===== config.mk =====
export PLATFORM = sky130hd
export DESIGN_NAME = eep_i2c_slave
export DESIGN_NICKNAME = d
export VERILOG_FILES = /design/src/rtl/eep_pkg.sv /design/src/rtl/eep_line_sync.sv /design/src/rtl/eep_bus_cond.sv /design/src/rtl/eep_addr_ptr.sv /design/src/rtl/eep_proto_fsm.sv /design/src/rtl/eep_i2c_slave.sv
export SDC_FILE = /design/constraint.sdc
export NUM_CORES = 1
export LEC_CHECK = 0
export BUFFER_PORTS_ARGS = -buffer_cell sky130_fd_sc_hd__buf_4
export CAP_MARGIN = 20
export CELL_PAD_IN_SITES_DETAIL_PLACEMENT = 0
export CELL_PAD_IN_SITES_GLOBAL_PLACEMENT = 1
export CORE_AREA = 5 5 138 74
export DETAILED_ROUTE_END_ITERATION = 6
export DIE_AREA = 0 0 143 79
export GPL_TIMING_DRIVEN = 0
export PLACE_DENSITY = 0.8
export SYNTH_ARGS = -nofsm -noshare
export SYNTH_HDL_FRONTEND = slang
export SYNTH_HIERARCHICAL = 1
export SYNTH_SLANG_ARGS = --single-unit

===== constraint.sdc =====
create_clock -name clk -period 3.9 [get_ports clk]
set_input_delay 0.78 -clock clk [delete_from_list [all_inputs] [get_ports clk]]
set_output_delay 0.78 -clock clk [all_outputs]
set_load 0.01 [all_outputs]

===== src/rtl/eep_pkg.sv =====
package eep_pkg;

    // Bit-level phase of the slave engine
    typedef enum logic [2:0] {
        PH_IDLE,   // released, waiting for Start
        PH_RX,     // shifting in a byte from the master
        PH_ACK,    // driving our acknowledge
        PH_TX,     // shifting a read byte out
        PH_MACK    // sampling the master acknowledge
    } phase_e;

    // Meaning of the byte currently being received
    typedef enum logic [1:0] {
        RL_CTRL,
        RL_AHI,
        RL_ALO,
        RL_DATA
    } role_e;

endpackage


===== src/rtl/eep_line_sync.sv =====
module eep_line_sync #(
    parameter int W      = 2,
    parameter int STAGES = 2
) (
    input  logic         clk,
    input  logic         rst_n,
    input  logic [W-1:0] din,
    output logic [W-1:0] dout,
    output logic [W-1:0] dprev
);
    for (genvar g = 0; g < W; g++) begin : g_lane
        logic [STAGES-1:0] ch_d, ch_q;
        logic              last_d, last_q;

        always_comb begin
            ch_d   = {ch_q[STAGES-2:0], din[g]};
            last_d = ch_q[STAGES-1];
        end

        // idle bus level is high, so reset to ones
        always_ff @(posedge clk or negedge rst_n) begin
            if (!rst_n) begin
                ch_q   <= '1;
                last_q <= 1'b1;
            end else begin
                ch_q   <= ch_d;
                last_q <= last_d;
            end
        end

        assign dout[g]  = ch_q[STAGES-1];
        assign dprev[g] = last_q;
    end
endmodule


===== src/rtl/eep_bus_cond.sv =====
module eep_bus_cond (
    input  logic scl,
    input  logic sda,
    input  logic scl_prev,
    input  logic sda_prev,
    output logic scl_rise,
    output logic scl_fall,
    output logic start_det,
    output logic stop_det
);
    always_comb begin
        scl_rise  = scl & ~scl_prev;
        scl_fall  = ~scl & scl_prev;
        // data edge with the clock steadily high marks a bus condition
        start_det = scl & scl_prev & sda_prev & ~sda;
        stop_det  = scl & scl_prev & ~sda_prev & sda;
    end
endmodule


===== src/rtl/eep_addr_ptr.sv =====
module eep_addr_ptr #(
    parameter int AW = 15
) (
    input  logic          clk,
    input  logic          rst_n,
    input  logic          load,
    input  logic [AW-1:0] load_val,
    input  logic          inc,
    output logic [AW-1:0] ptr
);
    localparam logic [AW-1:0] ONE = {{(AW-1){1'b0}}, 1'b1};

    logic [AW-1:0] ptr_d, ptr_q;

    always_comb begin
        ptr_d = ptr_q;
        if (load)     ptr_d = load_val;
        else if (inc) ptr_d = ptr_q + ONE;   // natural wrap at the top
    end

    always_ff @(posedge clk or negedge rst_n) begin
        if (!rst_n) ptr_q <= '0;
        else        ptr_q <= ptr_d;
    end

    assign ptr = ptr_q;

    p_ptr_load_r4: assert property (@(posedge clk) disable iff (!rst_n)
        load |=> ptr_q == $past(load_val));

    p_ptr_roll_r8: assert property (@(posedge clk) disable iff (!rst_n)
        (inc && !load && (&ptr_q)) |=> ptr_q == '0);
endmodule


===== src/rtl/eep_proto_fsm.sv =====
module eep_proto_fsm
    import eep_pkg::*;
#(
    parameter int              AW       = 15,
    parameter int              CS_W     = 3,
    parameter logic [6-CS_W:0] DEV_CODE = 4'b1010
) (
    input  logic            clk,
    input  logic            rst_n,
    input  logic            scl_lvl,
    input  logic            sda_lvl,
    input  logic            scl_rise,
    input  logic            scl_fall,
    input  logic            start_det,
    input  logic            stop_det,
    input  logic [CS_W-1:0] chip_sel,
    input  logic            busy,
    input  logic [AW-1:0]   ptr,
    input  logic [7:0]      rdata,
    output logic            sda_oe,
    output logic            ptr_load,
    output logic [AW-1:0]   ptr_load_val,
    output logic            ptr_inc,
    output logic            wbuf_we,
    output logic [AW-1:0]   wbuf_addr,
    output logic [7:0]      wbuf_data,
    output logic            wbuf_commit
);
    localparam int HI_W = AW - 8;

    typedef struct packed {
        phase_e          ph;
        role_e           role;
        logic [3:0]      cnt;
        logic [7:0]      sh;
        logic            rw;
        logic [HI_W-1:0] ahi;
        logic            oe;
        logic            mack;
        logic            pend;
        logic            we;
        logic [AW-1:0]   waddr;
        logic [7:0]      wdata;
        logic            commit;
    } st_t;

    localparam st_t ST_RST = '{ph: PH_IDLE, role: RL_CTRL, default: '0};

    st_t  r_d, r_q;
    logic accept;

    always_comb begin
        r_d          = r_q;
        r_d.we       = 1'b0;
        r_d.commit   = 1'b0;
        ptr_load     = 1'b0;
        ptr_inc      = 1'b0;
        ptr_load_val = {r_q.ahi, r_q.sh};
        accept       = 1'b0;

        if (stop_det) begin
            r_d.ph     = PH_IDLE;
            r_d.oe     = 1'b0;
            r_d.commit = r_q.pend;
            r_d.pend   = 1'b0;
        end else if (start_det) begin
            r_d.ph   = PH_RX;
            r_d.role = RL_CTRL;
            r_d.cnt  = '0;
            r_d.oe   = 1'b0;
            r_d.pend = 1'b0;
        end else begin
            unique case (r_q.ph)
                PH_RX: begin
                    if (scl_rise) begin
                        r_d.sh  = {r_q.sh[6:0], sda_lvl};
                        r_d.cnt = r_q.cnt + 4'd1;
                    end else if (scl_fall && r_q.cnt == 4'd8) begin
                        accept = !busy;
                        unique case (r_q.role)
                            RL_CTRL: begin
                                accept = accept
                                    && (r_q.sh[7:CS_W+1] == DEV_CODE)
                                    && (r_q.sh[CS_W:1] == chip_sel);
                                r_d.rw = r_q.sh[0];
                            end
                            RL_AHI: r_d.ahi = r_q.sh[HI_W-1:0];
                            RL_ALO: ptr_load = accept;
                            RL_DATA: begin
                                if (accept) begin
                                    r_d.we    = 1'b1;
                                    r_d.waddr = ptr;
                                    r_d.wdata = r_q.sh;
                                    r_d.pend  = 1'b1;
                                    ptr_inc   = 1'b1;
                                end
                            end
                            default: ;
                        endcase
                        r_d.ph = accept ? PH_ACK : PH_IDLE;
                        r_d.oe = accept;
                    end
                end
                PH_ACK: begin
                    if (scl_fall) begin
                        r_d.cnt = '0;
                        if (r_q.role == RL_CTRL && r_q.rw) begin
                            r_d.ph = PH_TX;
                            r_d.sh = rdata;
                            r_d.oe = ~rdata[7];
                        end else begin
                            r_d.ph = PH_RX;
                            r_d.oe = 1'b0;
                            unique case (r_q.role)
                                RL_CTRL: r_d.role = RL_AHI;
                                RL_AHI:  r_d.role = RL_ALO;
                                default: r_d.role = RL_DATA;
                            endcase
                        end
                    end
                end
                PH_TX: begin
                    if (scl_rise) begin
                        r_d.cnt = r_q.cnt + 4'd1;
                    end else if (scl_fall) begin
                        if (r_q.cnt == 4'd8) begin
                            r_d.ph = PH_MACK;
                            r_d.oe = 1'b0;
                        end else begin
                            r_d.sh = {r_q.sh[6:0], 1'b0};
                            r_d.oe = ~r_q.sh[6];
                        end
                    end
                end
                PH_MACK: begin
                    if (scl_rise) begin
                        r_d.mack = ~sda_lvl;
                        ptr_inc  = 1'b1;     // byte just sent counts
                    end else if (scl_fall) begin
                        if (r_q.mack) begin
                            r_d.ph  = PH_TX;
                            r_d.cnt = '0;
                            r_d.sh  = rdata;
                            r_d.oe  = ~rdata[7];
                        end else begin
                            r_d.ph = PH_IDLE;
                        end
                    end
                end
                default: ;
            endcase
        end
    end

    always_ff @(posedge clk or negedge rst_n) begin
        if (!rst_n) r_q <= ST_RST;
        else        r_q <= r_d;
    end

    assign sda_oe      = r_q.oe;
    assign wbuf_we     = r_q.we;
    assign wbuf_addr   = r_q.waddr;
    assign wbuf_data   = r_q.wdata;
    assign wbuf_commit = r_q.commit;

    // drive changes never land while the synchronized clock is high
    p_oe_scl_low_r1: assert property (@(posedge clk) disable iff (!rst_n)
        !$stable(r_q.oe) |-> !scl_lvl);

    p_stop_idle_r1: assert property (@(posedge clk) disable iff (!rst_n)
        stop_det |=> (r_q.ph == PH_IDLE) && !r_q.oe);

    p_idle_released_r9: assert property (@(posedge clk) disable iff (!rst_n)
        (r_q.ph == PH_IDLE) |-> !r_q.oe);

    p_we_acked_r5: assert property (@(posedge clk) disable iff (!rst_n)
        r_q.we |-> (r_q.ph == PH_ACK) && r_q.oe);

    p_commit_on_stop_r6: assert property (@(posedge clk) disable iff (!rst_n)
        r_q.commit |-> $past(stop_det));

    p_busy_noack_r10: assert property (@(posedge clk) disable iff (!rst_n)
        (r_q.ph == PH_RX && scl_fall && r_q.cnt == 4'd8 && busy
         && !start_det && !stop_det) |=> !r_q.oe);
endmodule


===== src/rtl/eep_i2c_slave.sv =====
module eep_i2c_slave #(
    parameter int AW          = 15,
    parameter int CS_W        = 3,
    parameter int SYNC_STAGES = 2
) (
    input  logic            clk,
    input  logic            rst_n,
    input  logic            scl_i,
    input  logic            sda_i,
    input  logic [CS_W-1:0] chip_sel_i,
    input  logic            busy_i,
    output logic            sda_oe_o,
    output logic [AW-1:0]   mem_addr_o,
    input  logic [7:0]      mem_rdata_i,
    output logic            wbuf_we_o,
    output logic [AW-1:0]   wbuf_addr_o,
    output logic [7:0]      wbuf_data_o,
    output logic            wbuf_commit_o
);
    localparam int LINES = 2;   // lane 1 = clock, lane 0 = data

    logic [LINES-1:0] lvl, lvl_prev;
    logic             scl_rise, scl_fall, start_det, stop_det;
    logic             ptr_load, ptr_inc;
    logic [AW-1:0]    ptr_load_val, ptr;

    eep_line_sync #(.W(LINES), .STAGES(SYNC_STAGES)) u_sync (
        .clk   (clk),
        .rst_n (rst_n),
        .din   ({scl_i, sda_i}),
        .dout  (lvl),
        .dprev (lvl_prev)
    );

    eep_bus_cond u_cond (
        .scl       (lvl[1]),
        .sda       (lvl[0]),
        .scl_prev  (lvl_prev[1]),
        .sda_prev  (lvl_prev[0]),
        .scl_rise  (scl_rise),
        .scl_fall  (scl_fall),
        .start_det (start_det),
        .stop_det  (stop_det)
    );

    eep_proto_fsm #(.AW(AW), .CS_W(CS_W)) u_fsm (
        .clk          (clk),
        .rst_n        (rst_n),
        .scl_lvl      (lvl[1]),
        .sda_lvl      (lvl[0]),
        .scl_rise     (scl_rise),
        .scl_fall     (scl_fall),
        .start_det    (start_det),
        .stop_det     (stop_det),
        .chip_sel     (chip_sel_i),
        .busy         (busy_i),
        .ptr          (ptr),
        .rdata        (mem_rdata_i),
        .sda_oe       (sda_oe_o),
        .ptr_load     (ptr_load),
        .ptr_load_val (ptr_load_val),
        .ptr_inc      (ptr_inc),
        .wbuf_we      (wbuf_we_o),
        .wbuf_addr    (wbuf_addr_o),
        .wbuf_data    (wbuf_data_o),
        .wbuf_commit  (wbuf_commit_o)
    );

    eep_addr_ptr #(.AW(AW)) u_ptr (
        .clk      (clk),
        .rst_n    (rst_n),
        .load     (ptr_load),
        .load_val (ptr_load_val),
        .inc      (ptr_inc),
        .ptr      (ptr)
    );

    assign mem_addr_o = ptr;
endmodule


## Word-level counts from Yosys, hierarchy flattened

Index checks and enable logic that the tools add are counted.

| operators by class | value |
|---|---|
| eq/ne operators | 37 |
| multiplexer cells | 72 |
| reduce and logical (&&, ||, !) cells | 25 |
| add/subtract/negate cells | 2 |
| bitwise gates (word level) | 17 |

Operators with widths:

| kind | number |
|---|---|
| $mux 25 | 5 |
| $mux 12 | 4 |
| $mux 24 | 2 |
| $pmux 12 s4 | 1 |
| $mux 1 | 34 |
| $mux 8 | 4 |
| $mux 15 | 2 |
| $mux 3 | 8 |
| $ne 4x3->1 const B | 6 |
| $reduce_and 9->1 | 2 |
| $mux 17 | 1 |
| $add 15x1->15 const B | 1 |
| $ne 4x4->1 const B | 3 |
| $pmux 3 s4 | 1 |
| $reduce_and 12->1 | 1 |
| $reduce_and 6->1 | 2 |
| $mux 2 | 5 |
| $ne 2x1->1 const B | 5 |
| $ne 2x2->1 const B | 5 |
| $not 1->1 | 10 |
| $mux 9 | 1 |
| $ne 3x2->1 const B | 3 |
| $ne 3x3->1 const B | 3 |
| $reduce_bool 3->1 | 3 |
| 25 further kinds | 41 |

| word-level totals | value |
|---|---|
| input port bits | 16 |
| register bits after elaboration | 74 |
| logic and storage cells | 171 |
| output and inout port bits | 41 |

## Logic depth before layout (Yosys ltp)

Gate-level depths: netlist (run 1).

| logic depth | value |
|---|---|
| depth in word-level cells | 15 |
| gate-level depth with buffers | 13 |
| depth with buffers taken out | 11 |

## Cells and area by module

The synthesis (run 1) kept the hierarchy.

Modules (own cells, without submodules):

| module | cells each | area an instance (um^2) | seq. area each (um^2) | times used |
|---|---|---|---|---|
| eep_proto_fsm | 249 | 2919.0 | 1326.3 | 1 |
| eep_addr_ptr | 88 | 862.1 | 375.4 | 1 |
| eep_line_sync | 10 | 187.7 | 157.7 | 1 |
| eep_bus_cond | 4 | 32.5 | 0.0 | 1 |

## Least setup slack after synthesis (run 1)

No wires, ideal clock.

| path | value |
|---|---|
| kind | reg-to-reg |
| from | register u_fsm/r_q[44] (netlist bit) |
| to | register u_ptr.ptr_q[12] (netlist: u_ptr/ptr[12]) |
| path slack | 0.974 ns |
| library setup time | 0.125 ns |
| data required time | 3.775 ns |
| arrival | 2.802 ns |
| buffers on the path | 2 |
| cell stages (with the launch flop) | 14 |
| clock period less this slack | 2.926 ns |
| cells stage by stage | dfrtp_1 -> inv_1 -> ha_1 -> nand3b_4 -> or3_4 -> nor4_4 -> nand4_4 -> buf_6 -> nand2_1 -> buf_4 -> nand3_2 -> nor4_2 -> xor2_1 -> mux2_2 |

| between the ends | value |
|---|---|
| cells in the longest elaborated chain, start to end | 8 |
| elaborated cells between the ends (all ways) | 14 |
| those cells by class | eq/ne (1); mux (11); reduce/logical (2) |

Ends and longest elaborated chain:

| what | line | text |
|---|---|---|
| start: declaration | eep_proto_fsm.sv:49 | `st_t r_d, r_q;` |
| start signal: assignment | eep_proto_fsm.sv:157 | `else r_q <= r_d;` |
| $eq 4x4->1 | eep_proto_fsm.sv:78 | `end else if (scl_fall && r_q.cnt == 4'd8) begin` |
| $logic_and 1x1->1 | eep_proto_fsm.sv:78 |  |
| $mux 1 | eep_proto_fsm.sv:78 |  |
| $mux 1 | eep_proto_fsm.sv:75 | `if (scl_rise) begin` |
| $pmux 1 s2 | eep_proto_fsm.sv:73 | `unique case (r_q.ph)` |
| $mux 1 | eep_proto_fsm.sv:66 | `end else if (start_det) begin` |
| $mux 1 | eep_proto_fsm.sv:61 | `if (stop_det) begin` |
| named net ptr_inc | eep_i2c_slave.sv:24 | `logic ptr_load, ptr_inc;` |
| $reduce_bool 2->1 (no line) | - |  |
| end signal: assignment | eep_addr_ptr.sv:23 | `else ptr_q <= ptr_d;` |
| end: declaration | eep_addr_ptr.sv:13 | `logic [AW-1:0] ptr_d, ptr_q;` |

The timed path passes the listed nets, and every way through them passes these cells.
A chain may end at the register's enable or synchronous reset.

## Final worst setup path (run 1)

| path | value |
|---|---|
| from | register u_sync.g_lane[1].last_q |
| to | register u_ptr.ptr_q[12] (netlist: u_ptr/ptr[12]) |

| between the ends | value |
|---|---|
| cells in the longest elaborated chain, start to end | 8 |
| elaborated cells between the ends (all ways) | 22 |
| those cells by class | mux (12); bitwise (8); reduce/logical (2) |

Ends and longest elaborated chain:

| what | line | text |
|---|---|---|
| start: declaration | eep_line_sync.sv:13 | `logic last_d, last_q;` |
| start signal: assignment | eep_line_sync.sv:27 | `last_q <= last_d;` |
| $and 1x1->1 | eep_bus_cond.sv:13 | `scl_fall = ~scl & scl_prev;` |
| named net scl_fall | eep_i2c_slave.sv:23 | `logic scl_rise, scl_fall, start_det, stop_det;` |
| $logic_and 1x1->1 | eep_proto_fsm.sv:78 |  |
| $mux 1 | eep_proto_fsm.sv:78 |  |
| $mux 1 | eep_proto_fsm.sv:75 |  |
| $pmux 1 s2 | eep_proto_fsm.sv:73 |  |
| $mux 1 | eep_proto_fsm.sv:66 |  |
| $mux 1 | eep_proto_fsm.sv:61 |  |
| named net ptr_inc | eep_i2c_slave.sv:24 |  |
| $reduce_bool 2->1 (no line) | - |  |

The timed path passes the listed nets, and every way through them passes these cells.

==> results of run 1 <==
==> per-stage QoR <==
step / setup slack (ps) / util / instances / instance area [µm²]
after CTS: 534 / 0.539 / 544 / 4870
after detailed placement: 558 / 0.506 / 528 / 4570
after floorplan: 974 / - / 351 / 4000
after global routing: 309 / 0.539 / 544 / 4870
after global placement: 523 / 0.506 / 528 / 4570
final: 526 / 0.539 / 544 / 4870
==> cells in the final DEF (no fill, tap or decap), drive strengths merged, types with 4 or more instances in the layout <==
cell type  instances
nand3             11
mux2              49
nor4               8
nor2b              5
o21ai             20
nor3b              4
nor2              11
xnor2             13
a21oi             10
dfrtp             68
inv               13
buf              104
dfstp              6
nor3               4
nand4              6
clkbuf            21
nand2             27
xor2               6
==> worst max path at each step <==
stage | slack, ps | depth (start not counted) | from | to
4_1_cts | 530 | 13 | u_sync/g_lane[1].last_q | u_ptr/ptr[12]
5_1_grt | 310 | 13 | u_sync/g_lane[1].last_q | u_ptr/ptr[14]
2_1_floorplan | 970 | 13 | u_fsm/r_q[44] | u_ptr/ptr[12]
3_3_place_gp | 520 | 13 | u_sync/g_lane[1].last_q | u_ptr/ptr[12]
3_5_place_dp | 560 | 13 | u_sync/g_lane[1].last_q | u_ptr/ptr[12]
6_report | 530 | 13 | u_sync/g_lane[1].last_q | u_ptr/ptr[12]
==> registers in the layout (all words and copies together) (netlist names) <==
name and cells:
u_ptr/ptr 15, u_fsm/r_q 12, u_fsm/wbuf_we 1, u_sync/g_lane.ch_q 4, u_fsm/wbuf_addr 15, u_fsm/wbuf_data 8
u_fsm/sda_oe 1, u_fsm/wbuf_commit 1, u_fsm/ptr_load_val 15, u_sync/g_lane.last_q 2
==> routing by layer <==
layer | vias to the layer above | global-route usage | share of wire
li1 | 1329 | - | -
met1 | 1353 | 0.287 | 0.54
met2 | 87 | 0.203 | 0.37
met3 | 5 | 0.0511 | 0.091
met4 | 0 | 0.0446 | 0.0072
met5 | - | 0 | 0
==> cells by family (layout without fill, tap and decap cells) <==
kind of cell	Yosys count	count (layout)	synth area share
DFF	74	74	0.465
and+or+nand+nor	89	89	0.146
adders and majority gates	3	3	0.00938
xor gates and xnor gates	19	19	0.0416
AOI/OAI and AO/OA	48	48	0.0738
buffers and inverters	68	140	0.109
muxes	50	50	0.156
==> final cells by class <==
class,count,area share
Sequential cell,74,0.382
Multi-Input combinational cell,209,0.351
Timing Repair Buffer,56,0.0863
Buffer,55,0.0791
Clock buffer,14,0.0542
Tap cell,121,0.0311
Inverter,13,0.0100
Clock inverter,2,0.00719
==> power by group <==
part | total [W] | internal, W | switching, W
Clock | 0.000829 | 0.000530 | 0.000299
Combinational | 0.000352 | 0.000210 | 0.000142
Sequential | 0.000969 | 0.000841 | 0.000128
Total | 0.00215 | 0.00158 | 0.000570
==> reports/results.ini, run 1 <==
[timing]
fin_hold_ws_ps = 355
period_share = 0.865
drv_slew = 0
setup_tns_ps = 0
fin_crit_ps = 3370
setup_viol = 0
worst_pin_slew_ps = 983
rsz0062_at_grt = no
fmax_mhz = 296
fin_worst_skew_ps = 2.19
hold_viol = 0
slew-limit-headroom = 0.345

[global_route]
grt_pass1_vias = 2633
grt_max_degree = 75
grt_overflow = 0
grt_first_pass_wirelength_um = 14700
grt_antenna_before_repair = 0
grtUsageTotal = 0.171

[place]
hpwl_um = 6810
place.gp.congestion = 0.908
io_buffers = 56

[detailed_routing]
ant_nets = 0
totalWireLength_um = 9060
via_per_inst = 5.10
remaining_drc_errors = 0
first_pass_iters = 4
drtIter0Drc = 165
wl_per_cell_um = 16.7
vias = 2774

[hold_path]
hold_end = u_sync/g_lane[1].ch_q[1]
whs_path_depth = 0
hold_start = u_sync/g_lane[1].ch_q[0]
hold_class = register to register

[cts]
post_cts_buffers = 0
clkLatencyLatePin_ps = 330
cts.root.buffer_cell = clkbuf_16
numCtsBuffers = 9
cts_tree = yes
cts_sinks = 74
clockBufferDepth = 2
cts.htree.levels = 3
clk_pin_slew_worst_paths_ps = 50
hold_buffers = 0
cts_resized = 0

[floorplanning]
rows = 25
dieArea_um2 = 11300
num_io_pins = 57
die_w_um = 143
dieHeight_um = 79
start_util = 0.443
coreArea_um2 = 9040

[cells_and_area]
multi_input_area_um2 = 1710
drive_above_1_share = 0.437
fill_cells = 797
n_antenna_cell = 0
register_area_um2 = 1860
area_growth_pct = 21.8
layout.nets = 437

[synth]
yosysTopAreaCell = dfrtp_1
synth_warnings = 6
synth_edf_count = 0
synth_cells = 351
syn_nets = 370
ys_async_sr_fraction = 1.00
synth_ff_type = dfrtp_1
netlist-cell-type-count = 52
yosysMostFrequentCell = dfrtp_1
ys_seq_area_frac = 0.465
ys_seq_elements = 74
syn_avg_cell_area_um2 = 11.4
yosysTopAreaCellShare = 0.425
synthTopCellsByCount = dfrtp_1 (68), buf_4 (43), mux2_2 (32), nand2_1 (27), mux2_4 (17)
synth_area_um2 = 4000
synthTopCellsByArea = dfrtp_1 (43%), mux2_2 (9.0%), buf_4 (8.1%), mux2_4 (6.4%), dfstp_2 (3.9%)

[pwr]
leakage_nw = 2.36
fin_total_pwr_w = 0.00215
ir_drop_mv = 0.257
power_density_nw_per_um2 = 441

[setup_path]
setup.worst_path.start_class = register
worst-path-max-fanout = 10
cp_num_buf_inv = 4
crit_chain = buf_4 -> nor2b_1 -> clkbuf_1 -> nand2_1 -> nor4_4 -> nand4_4 -> buf_6 -> nand2_1 -> buf_4 -> nand3_2 -> nor4_2 -> xor2_1 -> mux2_2
crit_arrival_ps = 3580
r2r_cells = 13
crit_family = simple AND/OR/NAND/NOR gates
crit_required_ps = 4110
r2r_slack_ps = 530
slowest_delay_ps = 510
r2r-start = u_sync/g_lane[1].last_q
cp-end-kind = register
path_class = register to register
rr_endpoint = u_ptr/ptr[12]
crit_slowest_cell = dfstp_2

[flow_run]
cap_viol_max_count = 0

[run_status]
outcome = finished, final reports clean

(Power assumes the default switching activity.)
==> run 2, diff against run 1 <==
CORE_AREA = 5 5 137 74   (was 5 5 138 74)
CTS_BUF_LIST = sky130_fd_sc_hd__clkbuf_4 sky130_fd_sc_hd__clkbuf_8   (was not set)
DIE_AREA = 0 0 142 79   (was 0 0 143 79)
GPL_TIMING_DRIVEN = not set   (was 0)
REMOVE_ABC_BUFFERS = 1   (was not set)
==> reports/results.ini, run 2 (same netlist as run 1, synthesis figures left out) <==
[cells_and_area]
n_antenna_cell = 0  ; unchanged
layout.nets = 384  ; -12%
final_common_cell = dfrtp_1
fin_area_um2 = 4400  ; -9.7%
final_cell_mix = dfrtp_1 (68), buf_4 (58), mux2_2 (32), nand2_1 (27), mux2_4 (17)
drive_above_1_share = 0.388  ; -0.0498
multi_input_area_um2 = 1710  ; +0.37%
area_growth_pct = 10.0
register_area_um2 = 1860  ; unchanged
fill_cells = 840  ; +5.4%

[cts]
cts_tree = yes
cts.root.buffer_cell = clkbuf_8
cts.htree.levels = 3  ; unchanged
numCtsBuffers = 9  ; unchanged
clockBufferDepth = 2  ; unchanged
post_cts_buffers = 0  ; unchanged
hold_buffers = 0  ; unchanged
clkLatencyLatePin_ps = 350  ; +20 ps
cts_resized = 0  ; unchanged
cts_sinks = 74  ; unchanged
clk_pin_slew_worst_paths_ps = 80  ; +30 ps

[detailed_routing]
totalWireLength_um = 8900  ; -1.8%
via_per_inst = 5.45  ; +6.9%
remaining_drc_errors = 0  ; unchanged
vias = 2671  ; -3.7%
wl_per_cell_um = 18.2  ; +9.0%
drtIter0Drc = 219  ; +33%
first_pass_iters = 5  ; +1
ant_nets = 0  ; unchanged

[timing]
period_share = 0.805  ; -0.0603
worst_pin_slew_ps = 1080  ; +96.3 ps
setup_tns_ps = 0  ; unchanged
setup_viol = 0  ; unchanged
fin_crit_ps = 3140  ; -235 ps
fin_hold_ws_ps = 357  ; +2.61 ps
hold_viol = 0  ; unchanged
slew-limit-headroom = 0.281  ; -0.0642
fmax_mhz = 319  ; +7.5%
rsz0062_at_grt = no
setup_ws_ps = 761  ; +235 ps
drv_slew = 0  ; unchanged
fin_worst_skew_ps = 9.04  ; +6.85 ps

[global_route]
grt_max_degree = 75  ; unchanged
grt_antenna_before_repair = 0  ; unchanged
grt_pass1_vias = 2634  ; +0.038%
grt_first_pass_wirelength_um = 14700  ; about the same
grt_overflow = 0  ; unchanged
grtUsageTotal = 0.171  ; -0.000228

[setup_path]
setup.worst_path.start_class = register
worst-path-max-fanout = 8  ; -2
crit_required_ps = 4140  ; +30 ps
setup.worst_path.start = u_sync/g_lane[1].last_q
cp-end-kind = register
path_class = register to register
crit_arrival_ps = 3380  ; -200 ps
r2r-start = u_sync/g_lane[1].last_q

[floorplanning]
num_io_pins = 57  ; unchanged
dieHeight_um = 79  ; unchanged
coreArea_um2 = 8950  ; -1.0%
start_util = 0.447  ; +0.00464
rows = 25  ; unchanged
dieArea_um2 = 11200  ; -0.70%
die_w_um = 142  ; -0.70%

[pwr]
leakage_nw = 2.05  ; -13%
comb_power_share = 0.151  ; -0.013
internal-power_w = 0.00130  ; -17%
seqPwrFrac = 0.529  ; +0.078
power_density_nw_per_um2 = 417  ; -5.4%
ir_drop_mv = 0.167  ; -35%
switching_share = 0.290  ; +0.0250
p_switching_w = 0.000533  ; -6.5%
power.share.clock = 0.320  ; -0.066

[place]
hpwl_um = 6350  ; -6.7%
place.gp.congestion = 0.925  ; +2.0%
pre_cts_slack_ps = 877  ; +318 ps
placed_cell_area_um2 = 4210  ; -8.0%
io_buffers = 56  ; unchanged

[hold_path]
hold_class = register to register
hold_start = u_sync/g_lane[1].ch_q[0]

[run_status]
outcome = finished, final reports clean

[flow_run]
cap_viol_max_count = 0  ; unchanged

run 2: area by class of cell:
cell class / instances / area share
flip-flops and latches: 74 / 0.422
well taps: 121 / 0.0344
inverters: 13 / 0.0111
multi-input cells: 209 / 0.389
clock buffers: 10 / 0.0313
clock inverters: 5 / 0.0125
repair buffers: 58 / 0.0989
run 2: worst paths after layout:
path	slack (ps)	cells past startpoint	end
setup reg to reg	760	9	u_ptr/ptr[14]
min in group asynchronous	560	1	u_fsm/wbuf_addr[3]
hold / removal	360	0	u_sync/g_lane[1].ch_q[1]
hold reg to reg	360	0	u_sync/g_lane[1].ch_q[1]
max in group asynchronous	2720	1	u_ptr/ptr[10]
setup / recovery	760	9	u_ptr/ptr[14]
run 2: through the flow:
step                      power, W  std cells   util
after CTS                  0.00187        490  0.492
after detailed placement   0.00126        475  0.470
after floorplan            0.00114        296      -
final                      0.00184        490  0.492
after global placement     0.00125        475  0.470
after global routing       0.00195        490  0.492
run 2: worst max-delay path, stage by stage (launching register included):
cell and delay (ps):
dfstp_2 540, nor2b_1 530, nand2_1 250, nor4_4 320, nand4_4 130, nand2_1 260
nand3_2 220, nor4_2 390, xor2_1 110, mux2_2 280
run 2: power by group through the flow:
stage | Sequential [W] | Combinational [W] | Clock (W)
global placement | 0.000981 | 0.000272 | 0
floorplan | 0.000932 | 0.000210 | 0
detailed placement | 0.000986 | 0.000278 | 0
CTS | 0.000973 | 0.000279 | 0.000616
global route | 0.000990 | 0.000306 | 0.000651
finish | 0.000971 | 0.000277 | 0.000589
run 2: routing by layer:
metal / global-route usage / up-vias / wire (µm)
met5: 0 / - / 0
met4: 0.0603 / 0 / 157
met3: 0.0529 / 18 / 627
li1: - / 1213 / -
met1: 0.264 / 1327 / 4670
met2: 0.221 / 113 / 3440
==> run 3, diff against run 2 <==
clock period = 3 ns   (was 3.9 ns; I/O delays follow)
==> reports/results.ini, run 3 (same netlist as run 1, synthesis figures left out) <==
[place]
place.gp.congestion = 0.940  ; +1.6%
hpwl_um = 6540  ; +3.0%
io_buffers = 56  ; unchanged
placed_cell_area_um2 = 4290  ; +1.9%

[timing]
fin_crit_ps = 2750  ; -390 ps
fmax_mhz = 364  ; +14%
fin_worst_skew_ps = 7.78  ; -1.26 ps
drv_slew = 0  ; unchanged
rsz0062_at_grt = no
period_share = 0.916  ; +0.111
hold_viol = 0  ; unchanged
slew-limit-headroom = 0.378  ; +0.0974
setup_viol = 0  ; unchanged
worst_pin_slew_ps = 933  ; -146 ps

[setup_path]
path_class = register to register
cp-end-kind = register
worst-path-max-fanout = 5  ; -3
crit_arrival_ps = 2980  ; -400 ps
crit_required_ps = 3230  ; -910 ps
setup.worst_path.start_class = register

[cells_and_area]
n_antenna_cell = 0  ; unchanged
utilization = 0.507  ; +0.0154
fin_area_um2 = 4540  ; +3.1%
layout.nets = 394  ; +2.6%
final_common_cell = dfrtp_1
drive_above_1_share = 0.405  ; +0.0177
area_growth_pct = 13.4
final_cell_mix = dfrtp_1 (68), buf_4 (67), mux2_2 (32), nand2_1 (27), mux2_4 (17)

[global_route]
grt_overflow = 0  ; unchanged
grt_max_degree = 75  ; unchanged
grt_first_pass_wirelength_um = 14700  ; +0.19%
grtUsageTotal = 0.170  ; -0.00155
grt_pass1_vias = 2629  ; -0.19%
grt_antenna_before_repair = 0  ; unchanged

[pwr]
leakage_nw = 2.14  ; +4.1%
ir_drop_mv = 0.264  ; +58%
power_density_nw_per_um2 = 570  ; +37%
fin_total_pwr_w = 0.00259  ; +41%

[cts]
cts.root.buffer_cell = clkbuf_8
clk_pin_slew_worst_paths_ps = 80  ; about the same
hold_buffers = 0  ; unchanged
numCtsBuffers = 9  ; unchanged
clockBufferDepth = 2  ; unchanged
clkLatencyLatePin_ps = 350  ; about the same
cts.htree.levels = 3  ; unchanged
cts_tree = yes
cts_sinks = 74  ; unchanged

[floorplanning]
num_io_pins = 57  ; unchanged
coreArea_um2 = 8950  ; unchanged
dieArea_um2 = 11200  ; unchanged
die_w_um = 142  ; unchanged
dieHeight_um = 79  ; unchanged
rows = 25  ; unchanged
start_util = 0.447  ; unchanged

[detailed_routing]
vias = 2671  ; unchanged
ant_nets = 0  ; unchanged
totalWireLength_um = 9000  ; +1.2%
first_pass_iters = 4  ; -1
via_per_inst = 5.33  ; -2.2%
drtIter0Drc = 304  ; +39%
wl_per_cell_um = 18.0  ; -1.0%
remaining_drc_errors = 0  ; unchanged

[run_status]
outcome = finished, final reports clean

[flow_run]
cap_viol_max_count = 0  ; unchanged

[hold_path]
hold_class = register to register

## run 3: what timing repair did
action / CTS / global route
endpoints found under the setup margin: 0 / 3
setup buffers: 0 / 1
resized for setup: 0 / 0
## run 3: worst max-delay path, stage by stage (launching register included)
cell and delay (ps):
dfrtp_1 420, inv_1 70, ha_1 190, nand3b_4 110, or3_4 400, nor4_4 220
nand4_4 140, nand2_1 190, nand3_2 180, nor4_2 340, xor2_1 100, mux2_2 280
## run 3: layer usage
metal  vias up  part of all wire  wire, µm  GRT usage
li1       1233                 -         -          -
met1      1344              0.55      4930      0.282
met2        85              0.38      3410      0.209
met3         9             0.065       581     0.0439
met4         0            0.0094        85     0.0431
met5         -                 0         0          0
## run 3: final cells by class
type                       count  area, µm²
clock buffer                  11        139
inverter                      13       48.8
timing repair buffer          68        523
fill                         806       4410
multi-input combinational    209       1710
clock inverter                 5        104
tap                          121        151
sequential                    74       1860
## run 3: path summary, 6_finish.rpt
kind                       depth (start not counted)  slack [ps]                startpoint                       end
max                                               11         250             u_fsm/r_q[44]             u_ptr/ptr[12]
min                                                0         360  u_sync/g_lane[1].ch_q[0]  u_sync/g_lane[1].ch_q[1]
max reg2reg                                       11         250             u_fsm/r_q[44]             u_ptr/ptr[12]
min reg2reg                                        0         360  u_sync/g_lane[1].ch_q[0]  u_sync/g_lane[1].ch_q[1]
max in group asynchronous                          1        2010                     rst_n        u_fsm/wbuf_data[5]
min in group asynchronous                          1         370                     rst_n       u_fsm/wbuf_addr[14]
## run 3: where the power goes
| part | total (W) | switching (W) | internal [W] |
|---|---|---|---|
| Clock | 0.000945 | 0.000373 | 0.000572 |
| Combinational | 0.000392 | 0.000172 | 0.000220 |
| Sequential | 0.00125 | 0.000160 | 0.00109 |
| Total | 0.00259 | 0.000706 | 0.00188 |
## run 3: through the flow
step	setup slack [ps]	hold slack [ps]	cells	setup TNS (ps)
3_5_place_dp	119	347	484	0
4_1_cts	127	345	500	0
6_report	251	357	501	0
2_1_floorplan	-1100	304	296	-14960
3_3_place_gp	249	348	484	0
5_1_grt	60.1	344	501	0
